==> config.mk <==
export PLATFORM = sky130hd
export DESIGN_NAME = dma_stage_buf
export DESIGN_NICKNAME = d
export VERILOG_FILES = /design/src/rtl/dma_stg_pkg.sv /design/src/rtl/stg_plan.sv /design/src/rtl/stg_store.sv /design/src/rtl/stg_drain.sv /design/src/rtl/dma_stage_buf.sv
export SDC_FILE = /design/constraint.sdc
export NUM_CORES = 1
export LEC_CHECK = 0
export ABC_AREA = 1
export BUFFER_PORTS_ARGS = -buffer_cell sky130_fd_sc_hd__buf_2
export CAP_MARGIN = 20
export CORE_ASPECT_RATIO = 1.75
export CORE_MARGIN = 5
export CORE_UTILIZATION = 45
export CTS_CLUSTER_DIAMETER = 60
export DETAILED_ROUTE_END_ITERATION = 8
export GPL_ROUTABILITY_DRIVEN = 0
export PLACE_DENSITY_LB_ADDON = 0.2
export SLEW_MARGIN = 15
export SYNTH_ARGS = -nofsm -noshare
export SYNTH_HDL_FRONTEND = slang
export SYNTH_SLANG_ARGS = --single-unit
==> constraint.sdc <==
create_clock -name clk -period 1.9 [get_ports clk]
set_input_delay 0.19 -clock clk [delete_from_list [all_inputs] [get_ports clk]]
set_output_delay 0.19 -clock clk [all_outputs]
set_load 0.05 [all_outputs]
==> src/rtl/dma_stg_pkg.sv <==
package dma_stg_pkg;
  typedef enum logic [1:0] {
    ST_IDLE  = 2'd0,
    ST_FILL  = 2'd1,
    ST_DRAIN = 2'd2
  } stg_state_e;
endpackage

==> src/rtl/stg_plan.sv <==
module stg_plan #(
  parameter int CNT_W     = 16,
  parameter int BUF_BYTES = 4,
  parameter int PTR_W     = $clog2(BUF_BYTES + 1)
) (
  input  logic [CNT_W-1:0] bytes_left,
  input  logic             req_wide,
  input  logic             tgt_wide,
  input  logic             dir_t2r,
  output logic             src_wide,
  output logic             dst_wide,
  output logic [PTR_W-1:0] chunk,
  output logic [PTR_W-1:0] rd_cyc,
  output logic [PTR_W-1:0] wr_cyc
);
  always_comb begin
    src_wide = dir_t2r ? tgt_wide : req_wide;
    dst_wide = dir_t2r ? req_wide : tgt_wide;
    if (bytes_left >= CNT_W'(BUF_BYTES)) chunk = PTR_W'(BUF_BYTES);
    else                                 chunk = bytes_left[PTR_W-1:0];
    rd_cyc = src_wide ? ((chunk + PTR_W'(1)) >> 1) : chunk;
    wr_cyc = dst_wide ? ((chunk + PTR_W'(1)) >> 1) : chunk;
  end
endmodule

==> src/rtl/stg_store.sv <==
module stg_store #(
  parameter int BUF_BYTES = 4,
  parameter int PTR_W     = $clog2(BUF_BYTES + 1)
) (
  input  logic                   clk,
  input  logic                   rst_n,
  input  logic                   clr,
  input  logic                   load,
  input  logic                   src_wide,
  input  logic [PTR_W-1:0]       chunk,
  input  logic [15:0]            rd_data,
  output logic [BUF_BYTES*8-1:0] buf_flat,
  output logic                   fill_last
);
  logic [PTR_W-1:0] cnt_q, cnt_d, left, take;

  always_comb begin
    left      = chunk - cnt_q;
    take      = (src_wide && left >= PTR_W'(2)) ? PTR_W'(2) : PTR_W'(1);
    fill_last = load && ((cnt_q + take) == chunk);
    cnt_d     = cnt_q;
    if (clr)       cnt_d = '0;
    else if (load) cnt_d = cnt_q + take;
  end

  always_ff @(posedge clk or negedge rst_n) begin
    if (!rst_n)             cnt_q <= '0;
    else if (clr || load)   cnt_q <= cnt_d;
  end

  for (genvar g = 0; g < BUF_BYTES; g++) begin : g_slot
    logic [7:0] slot_q, slot_d;
    logic       slot_en;
    always_comb begin
      slot_en = 1'b0;
      slot_d  = slot_q;
      if (load && cnt_q == PTR_W'(g)) begin
        slot_en = 1'b1;
        slot_d  = rd_data[7:0];
      end else if (load && take == PTR_W'(2) && (cnt_q + PTR_W'(1)) == PTR_W'(g)) begin
        slot_en = 1'b1;
        slot_d  = rd_data[15:8];
      end
    end
    always_ff @(posedge clk or negedge rst_n) begin
      if (!rst_n)       slot_q <= '0;
      else if (slot_en) slot_q <= slot_d;
    end
    assign buf_flat[g*8 +: 8] = slot_q;
  end

  // the fill pointer never runs past the pass size
  p_fill_bound_r4: assert property (@(posedge clk) disable iff (!rst_n)
    cnt_q <= chunk);
endmodule

==> src/rtl/stg_drain.sv <==
module stg_drain #(
  parameter int BUF_BYTES = 4,
  parameter int PTR_W     = $clog2(BUF_BYTES + 1)
) (
  input  logic                   clk,
  input  logic                   rst_n,
  input  logic                   clr,
  input  logic                   adv,
  input  logic                   dst_wide,
  input  logic [PTR_W-1:0]       chunk,
  input  logic [BUF_BYTES*8-1:0] buf_flat,
  output logic [15:0]            data,
  output logic [1:0]             be,
  output logic                   drain_last
);
  logic [PTR_W-1:0] ptr_q, ptr_d, left, give;
  logic [7:0]       lo_b, hi_b;

  always_comb begin
    left = chunk - ptr_q;
    give = (dst_wide && left >= PTR_W'(2)) ? PTR_W'(2) : PTR_W'(1);
    lo_b = '0;
    hi_b = '0;
    for (int i = 0; i < BUF_BYTES; i++) begin
      if (ptr_q == PTR_W'(i))                lo_b = buf_flat[i*8 +: 8];
      if ((ptr_q + PTR_W'(1)) == PTR_W'(i))  hi_b = buf_flat[i*8 +: 8];
    end
    if (give == PTR_W'(2)) begin
      data = {hi_b, lo_b};
      be   = 2'b11;
    end else begin
      data = {8'h00, lo_b};
      be   = 2'b01;
    end
    drain_last = adv && ((ptr_q + give) == chunk);
    ptr_d = ptr_q;
    if (clr)      ptr_d = '0;
    else if (adv) ptr_d = ptr_q + give;
  end

  always_ff @(posedge clk or negedge rst_n) begin
    if (!rst_n)          ptr_q <= '0;
    else if (clr || adv) ptr_q <= ptr_d;
  end

  // the drain pointer never runs past the pass size
  p_drain_bound_r7: assert property (@(posedge clk) disable iff (!rst_n)
    ptr_q <= chunk);
endmodule

==> src/rtl/dma_stage_buf.sv <==
module dma_stage_buf
  import dma_stg_pkg::*;
#(
  parameter int CNT_W     = 16,
  parameter int BUF_BYTES = 4,
  parameter int PTR_W     = $clog2(BUF_BYTES + 1)
) (
  input  logic             clk,
  input  logic             rst_n,
  input  logic             start,
  input  logic [CNT_W-1:0] bytes_left,
  input  logic             req_wide,
  input  logic             tgt_wide,
  input  logic             dir_t2r,
  input  logic             rd_ack,
  input  logic [15:0]      rd_data,
  input  logic             wr_ack,
  output logic             busy,
  output logic             rd_req,
  output logic             wr_req,
  output logic [15:0]      wr_data,
  output logic [1:0]       wr_be,
  output logic [PTR_W-1:0] rd_cycles,
  output logic [PTR_W-1:0] wr_cycles,
  output logic             fill_done,
  output logic             drain_done
);
  // reset: asserted asynchronously, released on a clock edge
  logic [1:0] rst_sync_q;
  logic       rst_n_s;
  always_ff @(posedge clk or negedge rst_n) begin
    if (!rst_n) rst_sync_q <= 2'b00;
    else        rst_sync_q <= {rst_sync_q[0], 1'b1};
  end
  assign rst_n_s = rst_sync_q[1];

  stg_state_e       st_q, st_d;
  logic             take_start, load, adv, fill_last, drain_last;
  logic             p_src_w, p_dst_w;
  logic [PTR_W-1:0] p_chunk, p_rd, p_wr;
  logic             srcw_q, dstw_q;
  logic [PTR_W-1:0] chunk_q, rdc_q, wrc_q;
  logic             fdone_q, fdone_d, ddone_q, ddone_d;
  logic [BUF_BYTES*8-1:0] buf_flat;
  logic [15:0]      drn_data;
  logic [1:0]       drn_be;

  stg_plan #(.CNT_W(CNT_W), .BUF_BYTES(BUF_BYTES), .PTR_W(PTR_W)) u_plan (
    .bytes_left(bytes_left), .req_wide(req_wide), .tgt_wide(tgt_wide),
    .dir_t2r(dir_t2r), .src_wide(p_src_w), .dst_wide(p_dst_w),
    .chunk(p_chunk), .rd_cyc(p_rd), .wr_cyc(p_wr));

  stg_store #(.BUF_BYTES(BUF_BYTES), .PTR_W(PTR_W)) u_store (
    .clk(clk), .rst_n(rst_n_s), .clr(take_start), .load(load),
    .src_wide(srcw_q), .chunk(chunk_q), .rd_data(rd_data),
    .buf_flat(buf_flat), .fill_last(fill_last));

  stg_drain #(.BUF_BYTES(BUF_BYTES), .PTR_W(PTR_W)) u_drain (
    .clk(clk), .rst_n(rst_n_s), .clr(take_start), .adv(adv),
    .dst_wide(dstw_q), .chunk(chunk_q), .buf_flat(buf_flat),
    .data(drn_data), .be(drn_be), .drain_last(drain_last));

  always_comb begin
    take_start = (st_q == ST_IDLE) && start && (bytes_left != '0);
    load       = (st_q == ST_FILL) && rd_ack;
    adv        = (st_q == ST_DRAIN) && wr_ack;
    st_d       = st_q;
    fdone_d    = 1'b0;
    ddone_d    = 1'b0;
    case (st_q)
      ST_IDLE:  if (take_start) st_d = ST_FILL;
      ST_FILL:  if (fill_last) begin
                  st_d    = ST_DRAIN;
                  fdone_d = 1'b1;
                end
      ST_DRAIN: if (drain_last) begin
                  st_d    = ST_IDLE;
                  ddone_d = 1'b1;
                end
      default:  st_d = ST_IDLE;
    endcase
  end

  always_ff @(posedge clk or negedge rst_n_s) begin
    if (!rst_n_s) begin
      st_q    <= ST_IDLE;
      fdone_q <= 1'b0;
      ddone_q <= 1'b0;
    end else begin
      st_q    <= st_d;
      fdone_q <= fdone_d;
      ddone_q <= ddone_d;
    end
  end

  always_ff @(posedge clk or negedge rst_n_s) begin
    if (!rst_n_s) begin
      srcw_q  <= 1'b0;
      dstw_q  <= 1'b0;
      chunk_q <= '0;
      rdc_q   <= '0;
      wrc_q   <= '0;
    end else if (take_start) begin
      srcw_q  <= p_src_w;
      dstw_q  <= p_dst_w;
      chunk_q <= p_chunk;
      rdc_q   <= p_rd;
      wrc_q   <= p_wr;
    end
  end

  assign busy       = (st_q != ST_IDLE);
  assign rd_req     = (st_q == ST_FILL);
  assign wr_req     = (st_q == ST_DRAIN);
  assign wr_data    = wr_req ? drn_data : 16'h0000;
  assign wr_be      = wr_req ? drn_be : 2'b00;
  assign rd_cycles  = rdc_q;
  assign wr_cycles  = wrc_q;
  assign fill_done  = fdone_q;
  assign drain_done = ddone_q;

  // never read and write in the same cycle
  p_excl_req_r3: assert property (@(posedge clk) disable iff (!rst_n_s)
    !(rd_req && wr_req));
  // fill_done is a single-cycle pulse and drain is already requested
  p_fill_pulse_r6: assert property (@(posedge clk) disable iff (!rst_n_s)
    fill_done |=> !fill_done);
  p_fill_wr_r6: assert property (@(posedge clk) disable iff (!rst_n_s)
    fill_done |-> wr_req);
  // drain_done coincides with idle
  p_drain_idle_r8: assert property (@(posedge clk) disable iff (!rst_n_s)
    drain_done |-> (!busy && !wr_req));
  // a start during a pass leaves the planned cycle counts alone
  p_busy_start_r1: assert property (@(posedge clk) disable iff (!rst_n_s)
    (busy && start) |=> ($stable(rd_cycles) && $stable(wr_cycles)));
  // a running pass always needs between one and BUF_BYTES cycles
  p_cyc_range_r2: assert property (@(posedge clk) disable iff (!rst_n_s)
    busy |-> (rd_cycles != '0 && rd_cycles <= PTR_W'(BUF_BYTES)));
endmodule

* Yosys cells after proc, flatten, opt, wreduce, memory -nomap -nowiden
Index checks and enable logic that the tools add are counted.
** Word-level totals
- Flip-flop bits (word level) :: 55
- Output and inout port bits :: 29
- Word-level logic and storage cells :: 132
** Cells by class
- $add $sub $neg :: 7
- $lt $le $gt $ge :: 3
- Equality and inequality tests :: 21
- Mux-type cells :: 47
- Reduce and logical (&&, ||, !) cells :: 39
** Operators with widths (count)
- $mux 8 :: 16
- $mux 16 :: 2
- $eq 3x2->1 const B :: 10
- $mux 3 :: 7
- $logic_and 1x1->1 :: 17
- $ge 16x3->1 const B :: 1
- $reduce_bool 16->1 :: 1
- $mux 1 :: 14
- $mux 2 :: 7
- $reduce_bool 2->1 :: 7
- $eq 3x1->1 const B :: 4
- $logic_not 3->1 :: 4
- $reduce_and 2->1 :: 6
- $add 3x1->3 const B :: 3
- $add 3x3->3 :: 2
- $eq 3x3->1 :: 2
- $ge 3x2->1 const B :: 2
- $ne 2x1->1 const B :: 3
- $pmux 2 s3 :: 1
- $sub 3x3->3 :: 2
- $reduce_and 3->1 :: 1
- $eq 2x1->1 const B :: 1
- $eq 2x2->1 const B :: 1
- $logic_not 2->1 :: 1
- $logic_or 1x1->1 :: 2

* Depth between registers and ports, before layout
Gate-level depths: netlist of the first run.
- Depth after elaboration :: 10
- Depth in mapped cells :: 17
- Depth with buffers taken out :: 17

* Cells and area by module
Synthesis of the first run repeated with hierarchy kept, for this count alone.
** Second synthesis, totals
- Cells, all modules :: 669
- Area, all modules :: 4535.6 µm²
** Modules (own cells, without submodules)
- stg_store :: instances 1, cells each 267, area an instance 2150.8 µm²
- stg_drain :: instances 1, cells each 231, area an instance 1226.2 µm²
- dma_stage_buf :: instances 1, cells each 128, area an instance 920.9 µm²
- stg_plan :: instances 1, cells each 43, area an instance 237.7 µm²

* Least setup slack after synthesis of the first run
OpenSTA, ideal clock, no wires.
- Path type :: reg2out
- From :: reg chunk_q[0]
- To :: out wr_data[14]
- Arrival time :: 2674 ps
- Data required time :: 1710 ps
- Setup slack :: -964 ps
- Cell stages (with the launch flop) :: 11
- Buffers on the path :: 0
- Cells stage by stage :: dfrtp_1 -> inv_1 -> ha_1 -> fa_1 -> inv_1 -> nand2_1 -> nand3_1 -> nand2_1 -> nor2_2 -> inv_2 -> a21oi_1
** Between the ends
- Longest elaborated chain between the ends :: 7
** RTL lines
- start: declaration :: line dma_stage_buf.sv:42 : logic [PTR_W-1:0] chunk_q, rdc_q, wrc_q;
- start signal: assignment :: line dma_stage_buf.sv:106 : chunk_q <= p_chunk;
- $sub 3x3->3 :: line stg_drain.sv:20 : left = chunk - ptr_q;
- $ge 3x2->1 :: line stg_drain.sv:21 : give = (dst_wide && left >= PTR_W'(2)) ? PTR_W'(2) : PTR_W'(1);
- $logic_and 1x1->1 :: line stg_drain.sv:21
- $mux 2 :: line stg_drain.sv:21
- $eq 3x2->1 :: line stg_drain.sv:28 : if (give == PTR_W'(2)) begin
- $mux 16 :: line stg_drain.sv:28
- $mux 16 :: line dma_stage_buf.sv:115 : assign wr_data = wr_req ? drn_data : 16'h0000;
- end: declaration :: line dma_stage_buf.sv:21 : output logic [15:0] wr_data,
Every way passes these cells.

* Worst setup path after layout of the first run
- From :: reg u_store.cnt_q[0]
- To :: reg st_q[0]
** Between the ends
- Longest elaborated chain between the ends :: 9
** RTL lines
- start: declaration :: line stg_store.sv:15 : logic [PTR_W-1:0] cnt_q, cnt_d, left, take;
- start signal: assignment :: line stg_store.sv:28 : else if (clr || load) cnt_q <= cnt_d;
- $sub 3x3->3 :: line stg_store.sv:18 : left = chunk - cnt_q;
- $ge 3x2->1 :: line stg_store.sv:19 : take = (src_wide && left >= PTR_W'(2)) ? PTR_W'(2) : PTR_W'(1);
- $logic_and 1x1->1 :: line stg_store.sv:19
- $mux 2 :: line stg_store.sv:19
- $add 3x3->3 (*) :: line stg_store.sv:20 : fill_last = load && ((cnt_q + take) == chunk);
- $eq 3x3->1 (*) :: line stg_store.sv:20
- $logic_and 1x1->1 (*) :: line stg_store.sv:20
- $ne 2x1->1 (no source line) (*)
- $reduce_and 3->1 (no source line) (*)
- end signal: assignment :: line dma_stage_buf.sv:90 : st_q <= st_d;
- end: declaration :: line dma_stage_buf.sv:37 : stg_state_e st_q, st_d;
Every way passes the cells marked *; elsewhere a longest branch is shown, timed or not.
A chain may end at the register's enable or synchronous reset.

==> key figures, run 1 <==
STA
  – Period utilisation layout: 138%
  – Final setup margin: -728 ps
  – Pins Over Slew Limit: 0
  – Final setup fails: 53
  – Peak Freq: 0.380 GHz
  – Final-report hold violation count: 0
  – RSZ-0062 raised after global routing: yes
  – Clock period minus worst slack: 2630 ps
  – Setup TNS: -10520 ps
  – Max Clock Skew: 4.56 ps

Die
  – Die footprint: 10700 um^2
  – Die height: 133 um
  – Starting Density: 45.4%
  – # rows: 45
  – Die X: 80.5 um
  – # IOs: 69
  – Core area: 8610 um^2

Place
  – IO buf count: 68
  – Hpwl dp: 9.82 mm
  – # placed instances: 746

Routing
  – Via-to-Cell Ratio: 5.28
  – Routed WL: 12.5 mm
  – Drt first pass iters: 4
  – Remaining antenna violation count: 0
  – Vias after detailed routing: 4027
  – # DRC: 0
  – Wire length per cell: 16.4 um
  – DRT iter0 DRCs: 242

Power and ir drop
  – Sw Share: 51.1%
  – Clock power share: 10.6%
  – Sw power: 4.44 mW
  – Combinational power share: 64.9%
  – Max rail drop VDD: 897 uV
  – Sequential share of power: 24.5%
  – Total leakage power: 2.78 nW
  – Power Total: 8.69 mW
  – P per Cell Area: 1580 nW/um^2
  – Internal power: 4.25 mW

Global routing
  – Global route total overflow: 0
  – GR Util All Layers: 24.1%
  – Pin count of the biggest net entering global routing: 34
  – Vias in the first global route: 3998
  – Initial antenna violation count: 0
  – First-pass GRT wire length: 19.9 mm

Final layout
  – Final nets: 696
  – Antenna cells: 0
  – P&R area growth vs syn: 40.4%
  – Final instance count without filler cells: 762
  – Ratio of cells with drive above 1 in the final layout: 39.4%
  – Final core occ: 63.8%

Clocking
  – Clk root buf: clkbuf_16
  – H-tree levels: 2
  – Clock Sinks: 55
  – Worst-Skew Late Latency: 290 ps
  – CTS Buf Count: 5
  – CTS tree: built
  – Maximum clock insertion buffer count: 2
  – Worst-path clk slew: 70 ps

Yosys
  – Synth warnings: 0
  – Syn Std Cell Area: 3910 um^2
  – Yosys top cell by area: dfrtp_1
  – Most frequent cells after synthesis: 190 x nand2_1, 57 x nand3_1, 55 x dfrtp_1, 41 x inv_1, 31 x nor2_1
  – Sequential fraction of the synthesis area: 35.2%
  – Top-count cell post-synth: nand2_1
  – Main synth FF type: dfrtp_1
  – Post-synth ARST share: 100%
  – Synthesized netlist cell count: 536
  – Seq cells post-synth: 55
  – Synth unique cells: 36
  – EDFF count, synth: 0
  – Area contributors post-synth: dfrtp_1 35%, nand2_1 18%, nand3_1 7.3%, inv_1 3.9%, nand4_4 3.8%
  – Net Count, Synth: 588
  – Syn Area/Cell: 7.30 um^2
  – Yosys top cell area share: 35.2%

Worst setup path
  – CP startpoint kind: register
  – Buf/Inv on CP: 2
  – Critical Path AT: 2820 ps
  – CP endpoint kind: register
  – Req. time, crit path: 2090 ps
  – Critical Path Fanout Max: 2
  – Critical path cell sequence: ha_4 > fa_2 > nand3_4 > nand2_4 > ha_4 > inv_2 > fa_2 > xnor2_1 > nor2_1 > nand2_1 > nor2_2 > inv_2 > nand2_1 > nand2_1
  – Critical Path Slowest Stage Cell: fa_2
  – Kind of cell adding the most delay to the critical path: adder cells
  – CP dominant cell by count: nand2_1
  – Critical path class: reg2reg
  – Reg2Reg Capture Point: st_q[0]
  – Reg-to-Reg Start: u_store.cnt_q[0]
  – Worst setup path start: u_store.cnt_q[0]
  – Reg2reg path depth: 14
  – Max stage delay on crit path: 540 ps
  – R2R Setup Slk: -730 ps

Worst hold path
  – Hold crit path type: in2async

Run status
  – Failing checks: setup timing
  – Status: finished with violations

Flow run
  – Max-cap violations: 0
[how the worst max path moves through the flow]
stage	end	cells past startpoint	slack, ps
after floorplan	st_q[0]	14	-780
after global placement	st_q[0]	16	-690
after detailed placement	st_q[0]	16	-760
after CTS	st_q[0]	14	-730
after global routing	st_q[0]	15	-830
final	st_q[0]	14	-730
[worst register-to-register path: cells and delay by family, from the launching register on]
kind / cells / cell delay [ps]
DFF: 1 / 430
xor gates and xnor gates: 1 / 70
and+or+nand+nor: 7 / 560
adders and majority gates: 4 / 1360
buffers and inverters: 2 / 90
[flip-flops by register name (all words and copies together) (netlist names)]
| signal | cells |
|---|---|
| u_store.cnt_q | 3 |
| srcw_q | 1 |
| st_q | 2 |
| rst_sync_q | 2 |
| rd_cycles | 3 |
| dstw_q | 1 |
| chunk_q | 3 |
| fill_done | 1 |
| drain_done | 1 |
| u_store.g_slot.slot_q | 32 |
| u_drain.ptr_q | 3 |
| wr_cycles | 3 |
[per-layer routing]
layer	global-route usage, %	part of all wire, %
met5	0	0
met1	23.9	33
met3	2.71	3.9
met2	45.7	56
met4	15.0	7.0
[metrics by stage]
stage	worst slack (ps)	hold WS (ps)	area, um^2
finish	-728	209	5490
global route	-826	225	5490
CTS	-730	209	5410
detailed placement	-756	-16.8	4860
global placement	-694	-25.3	4860
floorplan	-780	-106	4150
[area by class of cell]
| class | count | area, um^2 |
|---|---|---|
| Fill cell | 751 | 3120 |
| Sequential cell | 55 | 1380 |
| Tap cell | 117 | 146 |
| Multi-Input combinational cell | 416 | 2700 |
| Timing Repair Buffer | 117 | 911 |
| Clock buffer | 5 | 125 |
| Inverter | 49 | 211 |
| Clock inverter | 3 | 18.8 |
[placed cells by master (no fill, tap or decap), types with 10 or more instances in the layout]
cell type | synthesis | final
nor2_1 | 31 | 19
inv_1 | 41 | 31
nor2_4 | 1 | 11
o21ai_2 | 5 | 10
nand2_1 | 190 | 156
nand2_2 | 3 | 30
buf_4 | 2 | 33
inv_2 | 7 | 14
nand3_1 | 57 | 50
o21ai_0 | 29 | 22
o21ai_1 | 22 | 24
buf_6 | 6 | 26
nand2_4 | 6 | 12
dfrtp_1 | 55 | 53
buf_2 | 7 | 51
[repair_timing]
action	in CTS	in global routing
endpoints found under the setup margin	58	59
gates cloned	3	0
pin swaps	12	7
gates resized for setup	103	28
endpoints found under the hold margin	2	0
hold buffers	1	0
setup buffers	3	2
[kinds of logic after synthesis]
| logic type | after synthesis | share of synthesized area, % |
|---|---|---|
| compound gates | 83 | 11.9 |
| other cells | 1 | 0.0958 |
| simple gates | 310 | 38.2 |
| fa+ha+maj | 12 | 4.61 |
| flops | 55 | 35.2 |
| buf+inv | 67 | 8.31 |
| xor+xnor | 8 | 1.79 |
[power groups by stage]
stage | logic (mW) | clock network, mW | registers (mW)
after floorplan | 3.47 | 0 | 2.24
after global placement | 4.84 | 0 | 2.10
after detailed placement | 4.96 | 0 | 2.12
after CTS | 5.51 | 0.935 | 2.11
after global routing | 6.11 | 0.984 | 2.18
final | 5.64 | 0.923 | 2.13
(Power assumes the default switching activity.)
==> run 2: changes to the inputs <==
--- a/config.mk
+++ b/config.mk
@@ -5,7 +5,6 @@
 export SDC_FILE = /design/constraint.sdc
 export NUM_CORES = 1
 export LEC_CHECK = 0
-export ABC_AREA = 1
 export BUFFER_PORTS_ARGS = -buffer_cell sky130_fd_sc_hd__buf_2
 export CAP_MARGIN = 20
 export CORE_ASPECT_RATIO = 1.75
==> run 2 against run 1 <==
Effect of this change: the flow still finishes with violations (setup timing); power rose by 6.2%; hold slack got worse by 25 ps; cell count shrank 20%; count of clock-buffer cells in the layout up 2; clock power up 5.3%; clock skew rose by 0.59 ps; global-route usage rose by 1.1 points; non-clock buffer count grew 36; sequential share of layout area down 1.8 points; critical endpoint unchanged.
==> key figures, run 2 <==
Global routing
  – Pin count of the biggest net entering global routing: 21 (was 34)
  – Initial antenna violation count: 0 (unchanged)
  – Vias in the first global route: 3959 (was 3998)
  – GR Util All Layers: 25.3% (was 24.1%)
  – First-pass GRT wire length: 19.7 mm (was 19.9 mm)
  – Global route total overflow: 0 (unchanged)

Worst setup path
  – CP startpoint kind: register (unchanged)
  – Buf/Inv on CP: 3 (was 2)
  – Reg2reg path depth: 13 (was 14)
  – CP endpoint kind: register (unchanged)
  – Critical path cell sequence: inv_2 > ha_4 > fa_2 > xnor3_2 > nand2_4 > nand2_4 > ha_4 > inv_2 > fa_2 > xnor2_1 > nor4_1 > buf_4 > o21ai_2 (was ha_4 > fa_2 > nand3_4 > nand2_4 > ha_4 > inv_2 > fa_2 > xnor2_1 > nor2_1 > nand2_1 > nor2_2 > inv_2 > nand2_1 > nand2_1)
  – Req. time, crit path: 2080 ps (was 2090 ps)
  – CP Depth: 13 (was 14)
  – Critical path class: reg2reg (unchanged)
  – Max stage delay on crit path: 450 ps (was 540 ps)
  – Kind of cell adding the most delay to the critical path: adder cells (unchanged)
  – Critical Path Slowest Stage Cell: fa_2 (unchanged)
  – Critical Path Fanout Max: 3 (was 2)
  – Critical Path AT: 2860 ps (was 2820 ps)

Place
  – IO buf count: 68 (unchanged)
  – Hpwl dp: 8.57 mm (was 9.82 mm)
  – Setup WS pre-CTS: -829 ps (was -756 ps)

Final layout
  – Commonest non-fill, non-tap cell in the layout: buf_4 (was nand2_1)
  – Antenna cells: 0 (unchanged)
  – P&R area growth vs syn: 60.9% (was 40.4%)
  – Commonest non-fill, non-tap cells in the layout: 57 x buf_4, 54 x dfrtp_1, 49 x buf_2 (was 156 x nand2_1, 53 x dfrtp_1, 51 x buf_2)
  – Max reg flops: 32 (unchanged)
  – Ratio of cells with drive above 1 in the final layout: 58.6% (was 39.4%)
  – Largest Register: u_store.g_slot.slot_q (unchanged)
  – Final nets: 570 (was 696)

Clocking
  – CTS tree: built (unchanged)
  – Worst-path clk slew: 70 ps (about the same)
  – H-tree levels: 2 (unchanged)
  – Clk root buf: clkbuf_16 (unchanged)
  – CTS Buf Count: 5 (unchanged)
  – Clock Sinks: 55 (unchanged)
  – Worst-Skew Late Latency: 300 ps (was 290 ps)
  – Maximum clock insertion buffer count: 2 (unchanged)

Run status
  – Status: finished with violations (unchanged)
  – Failing checks: setup timing (unchanged)

Power and ir drop
  – P per Cell Area: 1560 nW/um^2 (was 1580 nW/um^2)
  – Power Total: 9.23 mW (was 8.69 mW)
  – Total leakage power: 2.58 nW (was 2.78 nW)
  – Max rail drop VDD: 1070 uV (was 897 uV)

Routing
  – Remaining antenna violation count: 0 (unchanged)
  – Wire length per cell: 20.9 um (was 16.4 um)
  – Via-to-Cell Ratio: 5.90 (was 5.28)
  – Routed WL: 12.7 mm (was 12.5 mm)
  – DRT iter0 DRCs: 255 (was 242)
  – # DRC: 0 (unchanged)
  – Drt first pass iters: 5 (was 4)
  – Vias after detailed routing: 3595 (was 4027)

STA
  – Final setup margin: -780 ps (was -728 ps)
  – Period utilisation layout: 141% (was 138%)
  – Clock period minus worst slack: 2680 ps (was 2630 ps)
  – RSZ-0062 raised after global routing: yes (unchanged)
  – Final-report hold violation count: 0 (unchanged)
  – Pins Over Slew Limit: 0 (unchanged)
  – Rel. slew slack: 61.1%
  – Tightest Pin Transition: 584 ps
  – Peak Freq: 0.373 GHz (was 0.380 GHz)
  – Max Clock Skew: 5.15 ps (was 4.56 ps)
  – Final setup fails: 59 (was 53)

Yosys
  – Area contributors post-synth: dfrtp_1 37%, mux2_2 8.0%, mux2_1 7.0%, nor2_1 4.5%, a21oi_1 3.3% (was dfrtp_1 35%, nand2_1 18%, nand3_1 7.3%, inv_1 3.9%, nand4_4 3.8%)
  – Synth unique cells: 46 (was 36)
  – Net Count, Synth: 429 (was 588)
  – Syn Std Cell Area: 3680 um^2 (was 3910 um^2)
  – Main synth FF type: dfrtp_1 (unchanged)
  – Yosys top cell by area: dfrtp_1 (unchanged)
  – Most frequent cells after synthesis: 55 x dfrtp_1, 44 x nor2_1, 27 x nand2_1, 26 x mux2_2, 24 x a21oi_1 (was 190 x nand2_1, 57 x nand3_1, 55 x dfrtp_1, 41 x inv_1, 31 x nor2_1)
  – Top-count cell post-synth: dfrtp_1 (was nand2_1)
  – Synth warnings: 0 (unchanged)
  – Syn Area/Cell: 9.75 um^2 (was 7.30 um^2)
  – Synthesized netlist cell count: 377 (was 536)
  – EDFF count, synth: 0 (unchanged)
  – Yosys top cell area share: 37.4% (was 35.2%)
  – Sequential fraction of the synthesis area: 37.4% (was 35.2%)
  – Post-synth ARST share: 100% (unchanged)
  – Seq cells post-synth: 55 (unchanged)

Die
  – # IOs: 69 (unchanged)
  – Die footprint: 10200 um^2 (was 10700 um^2)
  – Die X: 78.3 um (was 80.5 um)
  – # rows: 43 (was 45)
  – Starting Density: 46.2% (was 45.4%)
  – Die height: 130 um (was 133 um)
  – Core area: 7960 um^2 (was 8610 um^2)

Flow run
  – Max-cap violations: 0 (unchanged)

Worst hold path
  – Hold crit path type: in2reg (was in2async)
  – WHS Path Cells: 3
[run 2: path summary, 6_finish.rpt]
kind	start	endpoint	slack, ps
hold reg to reg	rst_sync_q[1]	u_store.g_slot[2].slot_q[6]	240
setup / recovery	chunk_q[0]	st_q[0]	-780
max in group asynchronous	rst_sync_q[1]	u_store.g_slot[2].slot_q[0]	1020
min in group asynchronous	rst_n	rst_sync_q[0]	200
hold / removal	wr_ack	u_drain.ptr_q[0]	180
setup reg to reg	chunk_q[0]	st_q[0]	-780
[run 2: tightest hold or removal path, delay by kind of cell]
family                 cells  cell delay (ps)
AND/OR/NAND/NOR            1               70
buffers and inverters      1              130
AO/OA/AOI/OAI              1               50
[run 2: layout make-up]
cell class	instances	area, um^2
well taps	90	113
repair buffers	153	1350
clock buffers	7	143
clock inverters	1	8.76
inverters	19	78.8
multi-input cells	284	2850
flip-flops and latches	55	1380
fillers	535	2050
[run 2: cells by family (layout without fill, tap and decap cells)]
kind of cell               Yosys count  count (layout)  share of synthesized area (%)
other                                1               1                          0.102
DFF                                 55              55                           37.4
and+or+nand+nor                    108             109                           13.9
AOI/OAI and AO/OA                   89              89                           17.6
buffers and inverters               39             180                           4.25
adders and majority gates           12              12                           4.90
xor gates and xnor gates            12              12                           3.61
muxes                               61              61                           18.3
[run 2: stage by stage]
stage / hold WS (ps) / util, % / std cells / TNS, ps / instance area (um^2)
final: 184 / 74.3 / 609 / -24920 / 5920
after global placement: -24.9 / 62.1 / 572 / -14510 / 4940
after floorplan: -106 / - / 377 / -14860 / 4140
after global routing: 184 / 74.3 / 609 / -30660 / 5920
after CTS: 193 / 71.5 / 601 / -21620 / 5690
after detailed placement: -24.4 / 62.1 / 572 / -17770 / 4940
[run 2: where the power goes]
group	internal, mW	switching [mW]	leakage, nW
Clock	0.530	0.442	0.0741
Sequential	1.68	0.546	0.665
Combinational	3.15	2.89	1.84
[run 2: per-layer routing]
metal  track usage [%]  share of wire (%)
met1              25.0                 34
met2              50.1                 57
met3              4.17                4.6
met4              11.6                5.0
met5                 0                  0
[run 2: repair_timing]
action	in CTS	in global routing
gates resized for setup	91	33
hold buffers	1	0
setup buffers	17	10
pin swaps	21	18
endpoints found under the hold margin	2	0
setup endpoints to repair	59	59
cloned	3	1
